### src/rtl/pm1_pkg.sv
package pm1_pkg;
  localparam int unsigned REG_W      = 16;
  // byte offsets inside the window
  localparam int unsigned OFF_STS    = 'h00;
  localparam int unsigned OFF_EN     = 'h02;
  localparam int unsigned OFF_CTL    = 'h04;
  localparam int unsigned OFF_TMR_LO = 'h08;
  localparam int unsigned OFF_TMR_HI = 'h0A;
  // bit positions shared by status and enable
  localparam int unsigned BIT_TMR    = 0;
  localparam int unsigned BIT_GLOCK  = 5;
  localparam int unsigned BIT_PWRBTN = 8;
  localparam int unsigned BIT_RTC    = 10;
  localparam int unsigned CTL_SC_BIT = 13;
  localparam logic [REG_W-1:0] SCI_MASK =
    REG_W'((1 << BIT_TMR) | (1 << BIT_GLOCK) | (1 << BIT_PWRBTN) | (1 << BIT_RTC));
  localparam int unsigned N_EXT = 3;

  // external event index -> status bit position
  function automatic int unsigned ext_pos(input int unsigned k);
    case (k)
      0:       ext_pos = BIT_RTC;
      1:       ext_pos = BIT_PWRBTN;
      default: ext_pos = BIT_GLOCK;
    endcase
  endfunction
endpackage

### src/rtl/pm1_win_decode.sv
module pm1_win_decode #(
  parameter int unsigned ADDR_W    = 16,
  parameter int unsigned WIN_BYTES = 64,
  localparam int unsigned OFF_W    = $clog2(WIN_BYTES)
) (
  input  logic [31:0]       cfg_base_dw,
  input  logic [7:0]        cfg_win_ctl,
  input  logic [ADDR_W-1:0] io_addr,
  output logic              hit,
  output logic [OFF_W-1:0]  off
);
  logic unused_cfg;
  assign unused_cfg = ^{cfg_base_dw[31:ADDR_W], cfg_base_dw[OFF_W-1:0],
                        cfg_win_ctl[7:1], io_addr[0]};

  // base is the config dword masked down to a window-aligned address
  assign hit = cfg_win_ctl[0] &&
               (io_addr[ADDR_W-1:OFF_W] == cfg_base_dw[ADDR_W-1:OFF_W]);
  // 16-bit access: the byte-select bit is always ignored
  assign off = {io_addr[OFF_W-1:1], 1'b0};
endmodule

### src/rtl/pm1_timer.sv
module pm1_timer #(
  parameter int unsigned TMR_W = 24
) (
  input  logic             clk,
  input  logic             rst,
  input  logic             tick,
  output logic [TMR_W-1:0] count,
  output logic             carry
);
  assign carry = tick && (&count);

  always_ff @(posedge clk) begin
    if (rst)       count <= '0;
    else if (tick) count <= count + 1'b1;
  end


  tmr_hold_chk: assert property (@(posedge clk) disable iff (rst)
    !tick |=> $stable(count));
endmodule

### src/rtl/pm1_evt_regs.sv
module pm1_evt_regs
  import pm1_pkg::*;
(
  input  logic             clk,
  input  logic             rst,
  input  logic [N_EXT-1:0] ev_in,
  input  logic             tmr_carry,
  input  logic [REG_W-1:0] clr_req,
  input  logic [REG_W-1:0] en_wdata,
  input  logic [REG_W-1:0] en_wmask,
  output logic [REG_W-1:0] sts_q,
  output logic [REG_W-1:0] en_q,
  output logic             sci_o
);
  logic [N_EXT-1:0] ev_prev;
  logic [N_EXT-1:0] rise;
  logic [REG_W-1:0] set_v;
  logic [REG_W-1:0] sts_d;
  logic [REG_W-1:0] en_d;
  logic             tmr_set;

  assign rise    = ev_in & ~ev_prev;
  assign tmr_set = tmr_carry && en_q[BIT_TMR] && !sts_q[BIT_TMR];

  always_comb begin
    set_v = '0;
    for (int unsigned k = 0; k < N_EXT; k++)
      set_v[ext_pos(k)] = rise[k];
    set_v[BIT_TMR] = tmr_set;
  end

  // set wins over a simultaneous write-one-to-clear
  assign sts_d = ((sts_q & ~clr_req) | set_v) & SCI_MASK;
  assign en_d  = (en_q & ~en_wmask) | (en_wdata & en_wmask);

  always_ff @(posedge clk) begin
    if (rst) begin
      ev_prev <= '0;
      sts_q   <= '0;
      en_q    <= '0;
      sci_o   <= 1'b0;
    end else begin
      ev_prev <= ev_in;
      sts_q   <= sts_d;
      en_q    <= en_d;
      sci_o   <= |(sts_d & en_d & SCI_MASK);
    end
  end

  generate
    for (genvar k = 0; k < N_EXT; k++) begin : g_ev_chk

      evt_set_chk: assert property (@(posedge clk) disable iff (rst)
        rise[k] |=> sts_q[ext_pos(k)]);
    end
    for (genvar b = 0; b < REG_W; b++) begin : g_hold_chk

      sts_hold_chk: assert property (@(posedge clk) disable iff (rst)
        sts_q[b] && !clr_req[b] |=> sts_q[b]);
    end
  endgenerate


  sci_chk: assert property (@(posedge clk) disable iff (rst)
    sci_o == (|(sts_q & en_q & SCI_MASK)));


  tmr_arm_chk: assert property (@(posedge clk) disable iff (rst)
    $rose(sts_q[BIT_TMR]) |-> $past(en_q[BIT_TMR]));
endmodule

### src/rtl/pm1_evt_block.sv
module pm1_evt_block
  import pm1_pkg::*;
#(
  parameter int unsigned ADDR_W    = 16,
  parameter int unsigned WIN_BYTES = 64,
  parameter int unsigned TMR_W     = 24
) (
  input  logic              clk,
  input  logic              rst,
  input  logic [31:0]       cfg_base_dw,
  input  logic [7:0]        cfg_win_ctl,
  input  logic [ADDR_W-1:0] io_addr,
  input  logic              io_rd,
  input  logic              io_wr,
  input  logic [1:0]        io_be,
  input  logic [15:0]       io_wdata,
  output logic [15:0]       io_rdata,
  output logic              io_rvalid,
  input  logic              evt_rtc,
  input  logic              evt_pwrbtn,
  input  logic              evt_glock,
  input  logic              tmr_tick,
  output logic              sci
);
  localparam int unsigned OFF_W = $clog2(WIN_BYTES);
  localparam logic [OFF_W-1:0] O_STS = OFF_W'(OFF_STS);
  localparam logic [OFF_W-1:0] O_EN  = OFF_W'(OFF_EN);
  localparam logic [OFF_W-1:0] O_CTL = OFF_W'(OFF_CTL);
  localparam logic [OFF_W-1:0] O_TLO = OFF_W'(OFF_TMR_LO);
  localparam logic [OFF_W-1:0] O_THI = OFF_W'(OFF_TMR_HI);
  localparam logic [REG_W-1:0] CTL_WMASK = ~(REG_W'(1) << CTL_SC_BIT);

  logic             hit;
  logic [OFF_W-1:0] off;
  logic [REG_W-1:0] lane_m;
  logic             wr_go;
  logic [REG_W-1:0] clr_req;
  logic [REG_W-1:0] en_wmask;
  logic [REG_W-1:0] sts_q;
  logic [REG_W-1:0] en_q;
  logic [REG_W-1:0] ctl_q;
  logic [TMR_W-1:0] tmr_cnt;
  logic             tmr_carry;
  logic [31:0]      tmr_ext;
  logic [REG_W-1:0] rd_mux;

  pm1_win_decode #(.ADDR_W(ADDR_W), .WIN_BYTES(WIN_BYTES)) u_dec (
    .cfg_base_dw (cfg_base_dw),
    .cfg_win_ctl (cfg_win_ctl),
    .io_addr     (io_addr),
    .hit         (hit),
    .off         (off)
  );

  pm1_timer #(.TMR_W(TMR_W)) u_tmr (
    .clk   (clk),
    .rst   (rst),
    .tick  (tmr_tick),
    .count (tmr_cnt),
    .carry (tmr_carry)
  );

  assign lane_m   = {{8{io_be[1]}}, {8{io_be[0]}}};
  assign wr_go    = io_wr && hit;
  assign clr_req  = (wr_go && off == O_STS) ? (io_wdata & lane_m) : '0;
  assign en_wmask = (wr_go && off == O_EN) ? lane_m : '0;

  pm1_evt_regs u_evt (
    .clk       (clk),
    .rst       (rst),
    .ev_in     ({evt_glock, evt_pwrbtn, evt_rtc}),
    .tmr_carry (tmr_carry),
    .clr_req   (clr_req),
    .en_wdata  (io_wdata),
    .en_wmask  (en_wmask),
    .sts_q     (sts_q),
    .en_q      (en_q),
    .sci_o     (sci)
  );

  // control: plain storage, self-clearing trigger bit never retained
  always_ff @(posedge clk) begin
    if (rst)
      ctl_q <= '0;
    else if (wr_go && off == O_CTL)
      ctl_q <= ((ctl_q & ~lane_m) | (io_wdata & lane_m)) & CTL_WMASK;
  end

  assign tmr_ext = 32'(tmr_cnt);

  always_comb begin
    case (off)
      O_STS:   rd_mux = sts_q;
      O_EN:    rd_mux = en_q;
      O_CTL:   rd_mux = ctl_q;
      O_TLO:   rd_mux = tmr_ext[15:0];
      O_THI:   rd_mux = tmr_ext[31:16];
      default: rd_mux = '0;
    endcase
  end

  always_ff @(posedge clk) begin
    if (rst) begin
      io_rvalid <= 1'b0;
      io_rdata  <= '0;
    end else begin
      io_rvalid <= io_rd && hit;
      io_rdata  <= (io_rd && hit) ? rd_mux : '0;
    end
  end


  win_off_chk: assert property (@(posedge clk) disable iff (rst)
    io_rd && !cfg_win_ctl[0] |=> !io_rvalid && io_rdata == '0);


  ctl_sc_chk: assert property (@(posedge clk) disable iff (rst)
    io_rd && hit && off == O_CTL |=> !io_rdata[CTL_SC_BIT]);
endmodule

### config.mk
export PLATFORM = sky130hd
export DESIGN_NAME = pm1_evt_block
export DESIGN_NICKNAME = d
export VERILOG_FILES = /design/src/rtl/pm1_pkg.sv /design/src/rtl/pm1_win_decode.sv /design/src/rtl/pm1_timer.sv /design/src/rtl/pm1_evt_regs.sv /design/src/rtl/pm1_evt_block.sv
export SDC_FILE = /design/constraint.sdc
export NUM_CORES = 1
export LEC_CHECK = 0
export BUFFER_PORTS_ARGS = -buffer_cell sky130_fd_sc_hd__buf_4
export CORE_UTILIZATION = 54
export DETAILED_ROUTE_END_ITERATION = 6
export GPL_TIMING_DRIVEN = 0
export PLACE_DENSITY = 0.83
export SLEW_MARGIN = 20
export SYNTH_ARGS = -nofsm -noshare
export SYNTH_HDL_FRONTEND = slang
export SYNTH_SLANG_ARGS = --single-unit
### constraint.sdc
create_clock -name clk -period 5.25 [get_ports clk]
set_clock_uncertainty 0.05 [all_clocks]
set_input_delay 0.7875 -clock clk [delete_from_list [all_inputs] [get_ports clk]]
set_output_delay 0.7875 -clock clk [all_outputs]
set_load 0.1 [all_outputs]
==> metrics.md <==
| Metric | Value |
|---|---|
| First-pass GRT wire length | `14300 um` |
| Clock transition at the registers of the reported paths | `0.07 ns` |
| Status | `completed` |
| Met2 Use GR | `0.493` |
| Grt peak-use layer | `met2` |
| Clock Tree Buf Depth | `2` |
| Clk network pwr share | `0.435` |
| Cell area after synthesis | `3450 um2` |
| Cells after Synth | `361` |
| Post-synthesis sequential area ratio | `0.465` |
| Core ar. | `6030 um2` |
| Netlist cell types | `42` |
| Avg Cell Area, Syn | `9.55 um2` |
| CTS Hold Bufs | `0` |
| Clock sinks | `80` |
| Sequential fraction of design power | `0.497` |
| Fin cells | `519` |
| Met3 Usage GRT | `0.0878` |
| Worst skew pair latency | `0.35 ns` |
| Final min period | `2.92 ns` |
| Worst r2r path cells | `7` |
| CTS Root Cell | `clkbuf_8` |
| Fmax | `342 MHz` |
| Synth top area share | `0.465` |
| ANT cells | `0` |
| Area of the multi-input gates | `1770 um2` |
| Crit path buf inv count | `2` |
| Synth warn | `0` |
| Post-synth ARST share | `0` |
| Max Slew Vio Count | `0` |
| Htree depth | `3` |
| Dpl hpwl | `6300 um` |
| Ys flop type | `dfxtp_1` |
| Count leader, synth | `dfxtp_1` |
| IO buf count | `68` |
| Pin count of the biggest net entering global routing | `13` |
| Routed Antenna Nets | `0` |
| Drt first pass iters | `6` |
| Initial antenna violation count | `0` |
| Hold path endpoint | `io_rdata[6]` |
| Switch share | `0.206` |
| Startpoint types | `input port` |
| Unrepaired setup endpoints after global routing | `no` |
| Post-CTS Setup Bufs | `0` |
| Yosys reg bits | `80` |
| Sequential Area | `1600 um2` |
| Final nets | `523` |
| R2R Setup Slk | `2.75 ns` |
| Starting Density | `0.572` |
| Die ar. | `6710 um2` |
| Final setup violation count | `0` |
| Syn_nets | `444` |
| Switching Power | `253 uW` |
| Die width | `81.9 um` |
| DRT Wirelength | `8840 um` |
| Cell Chain, Critical Path | `buf_4 > xnor2_1 > nand4_1 > nor3_1 > and3b_1 > nand3_1 > clkbuf_1 > a21oi_1` |
| GRT met1 Usage | `0.338` |
| Crit-path max FO | `10` |
| R2R Path End | `u_evt.sci_o` |
| Post-DR vias/cell | `5.85` |
| Drt wl/cell | `17.0 um` |
| Total track usage | `0.294` |
| CP arrival | `3.15 ns` |
| Final TNS setup | `0 ns` |
| Min-delay worst type | `register to register` |
| Worst VDD drop | `251 uV` |
| I/O Pins | `100` |
| Placed Cells | `504` |
| Placer Congestion | `0.830` |
| P&R area growth vs syn | `24.5%` |
| RR Startpoint | `u_tmr.count[0]` |
| Via count | `3036` |
| CP Class | `input port to register` |
| Final period util | `0.557` |
| Leak pwr | `1.87 nW` |
| Cell taking the most area after synthesis | `dfxtp_1` |
| Critical path required time | `5.48 ns` |
| Pwr/cell area | `287 nW/um2` |
| P_int | `980 uW` |
| Hold Crit Depth | `2` |
| Die height | `81.9 um` |
| Final hold vios | `0` |
| # DRC | `0` |
| TritonCTS clock tree | `done` |
| Delay of the slowest cell on the worst path | `0.73 ns` |
| Synth area leaders | `dfxtp_1 (46%), mux2i_1 (9.3%), nor2_1 (7.3%)` |
| Most instantiated cells after synthesis | `dfxtp_1 (80), nor2_1 (67), mux2i_1 (32)` |
| Max-Cap Viols | `0` |
| Power share of the combinational group | `0.068` |
| Slowest CP cell | `nor3_1` |
| Grt ovf | `0` |
| Crit end category | `register` |
| Cell row count | `28` |
| Least-Margin Pin Slew | `1.12 ns` |
| Iter 0 DRT Violations | `149` |
| CTS Buf Count | `9` |
| # fillers | `478` |
| Vias in the first global route | `3066` |
| Number of synthesized flops with an enable pin | `0` |
| Rel. slew slack | `0.248` |
| Share of cells above drive strength 1 | `0.232` |
| Post-CTS sizing | `0` |
| Crit path max-delay family | `simple AND/OR/NAND/NOR gates` |
## worst min-delay path: cells and delay by family, from the launching register on
family          cells  cell delay, ns
simple gates        1            0.05
compound gates      1            0.05
flops               1            0.32
## power by group through the flow
| stage | logic [mW] | clock network, mW | registers (mW) |
|---|---|---|---|
| floorplan | 0.0365 | 0 | 0.627 |
| global placement | 0.0796 | 0 | 0.627 |
| detailed placement | 0.0816 | 0 | 0.628 |
| CTS | 0.0827 | 0.543 | 0.613 |
| global route | 0.0908 | 0.567 | 0.614 |
| finish | 0.0836 | 0.536 | 0.613 |
## area by class of cell
type	count	share of cell area
flip-flops and latches	80	0.373
repair buffers	68	0.119
inverters	8	0.00700
clock inverters	3	0.0210
multi-input cells	260	0.413
plain buffers	13	0.0114
well taps	75	0.0219
clock buffers	12	0.0338
## worst max path at each step
stage                        to  slack [ns]  cells past startpoint      startpoint
global route        io_rdata[2]        2.09                      8  cfg_base_dw[6]
finish              io_rdata[2]        2.33                      8  cfg_base_dw[6]
CTS                 io_rdata[2]        2.36                      8  cfg_base_dw[6]
detailed placement  io_rdata[1]        2.01                      7      io_addr[5]
global placement    io_rdata[3]        2.04                      7      io_addr[5]
floorplan           u_evt.sci_o        2.79                      6      io_addr[5]
## layer usage
metal,vias up,part of all wire
met5,-,0
met4,0,0.024
met3,21,0.066
met2,116,0.49
met1,1471,0.42
li1,1428,-
## kinds of logic (layout without fill, tap and decap cells)
kind of cell / count (synthesis) / after routing / share of synthesized area
DFF: 80 / 80 / 0.465
and+or+nand+nor: 142 / 142 / 0.213
muxes: 40 / 40 / 0.119
AOI/OAI and AO/OA: 48 / 48 / 0.103
buffers and inverters: 21 / 104 / 0.0229
xor gates and xnor gates: 29 / 29 / 0.0737
adders and majority gates: 1 / 1 / 0.00363
## cell usage in the layout (no fill, tap or decap), drive strengths merged, types with 2 or more instances in the layout
cell type	netlist	final
bufinv	0	3
and3	2	2
nand2	18	18
dfxtp	80	80
nand3	11	11
clkbuf	13	25
mux2	8	8
buf	0	68
o21ba	3	3
xnor2	17	17
mux2i	32	32
a41oi	4	4
nor2	67	67
a21oi	11	11
and2	4	4
and4	3	3
a22oi	8	8
nor3b	2	2
nand4	12	12
xor2	12	12
or2	2	2
o21bai	3	3
nor2b	7	7
o21ai	9	9
inv	8	8
nor4	3	3
a222oi	8	8
or3	5	5
nor3	3	3
## through the flow
step / power, mW / area (um2) / worst slack [ns] / utilization / hold slack, ns
after floorplan: 0.664 / 3450 / 2.79 / - / 0.382
after global placement: 0.707 / 4050 / 2.04 / 0.672 / 0.400
after detailed placement: 0.709 / 4050 / 2.01 / 0.672 / 0.399
after CTS: 1.24 / 4290 / 2.36 / 0.711 / 0.417
final: 1.23 / 4290 / 2.33 / 0.712 / 0.414
after global routing: 1.27 / 4290 / 2.09 / 0.712 / 0.438
(Power assumes the default switching activity.)
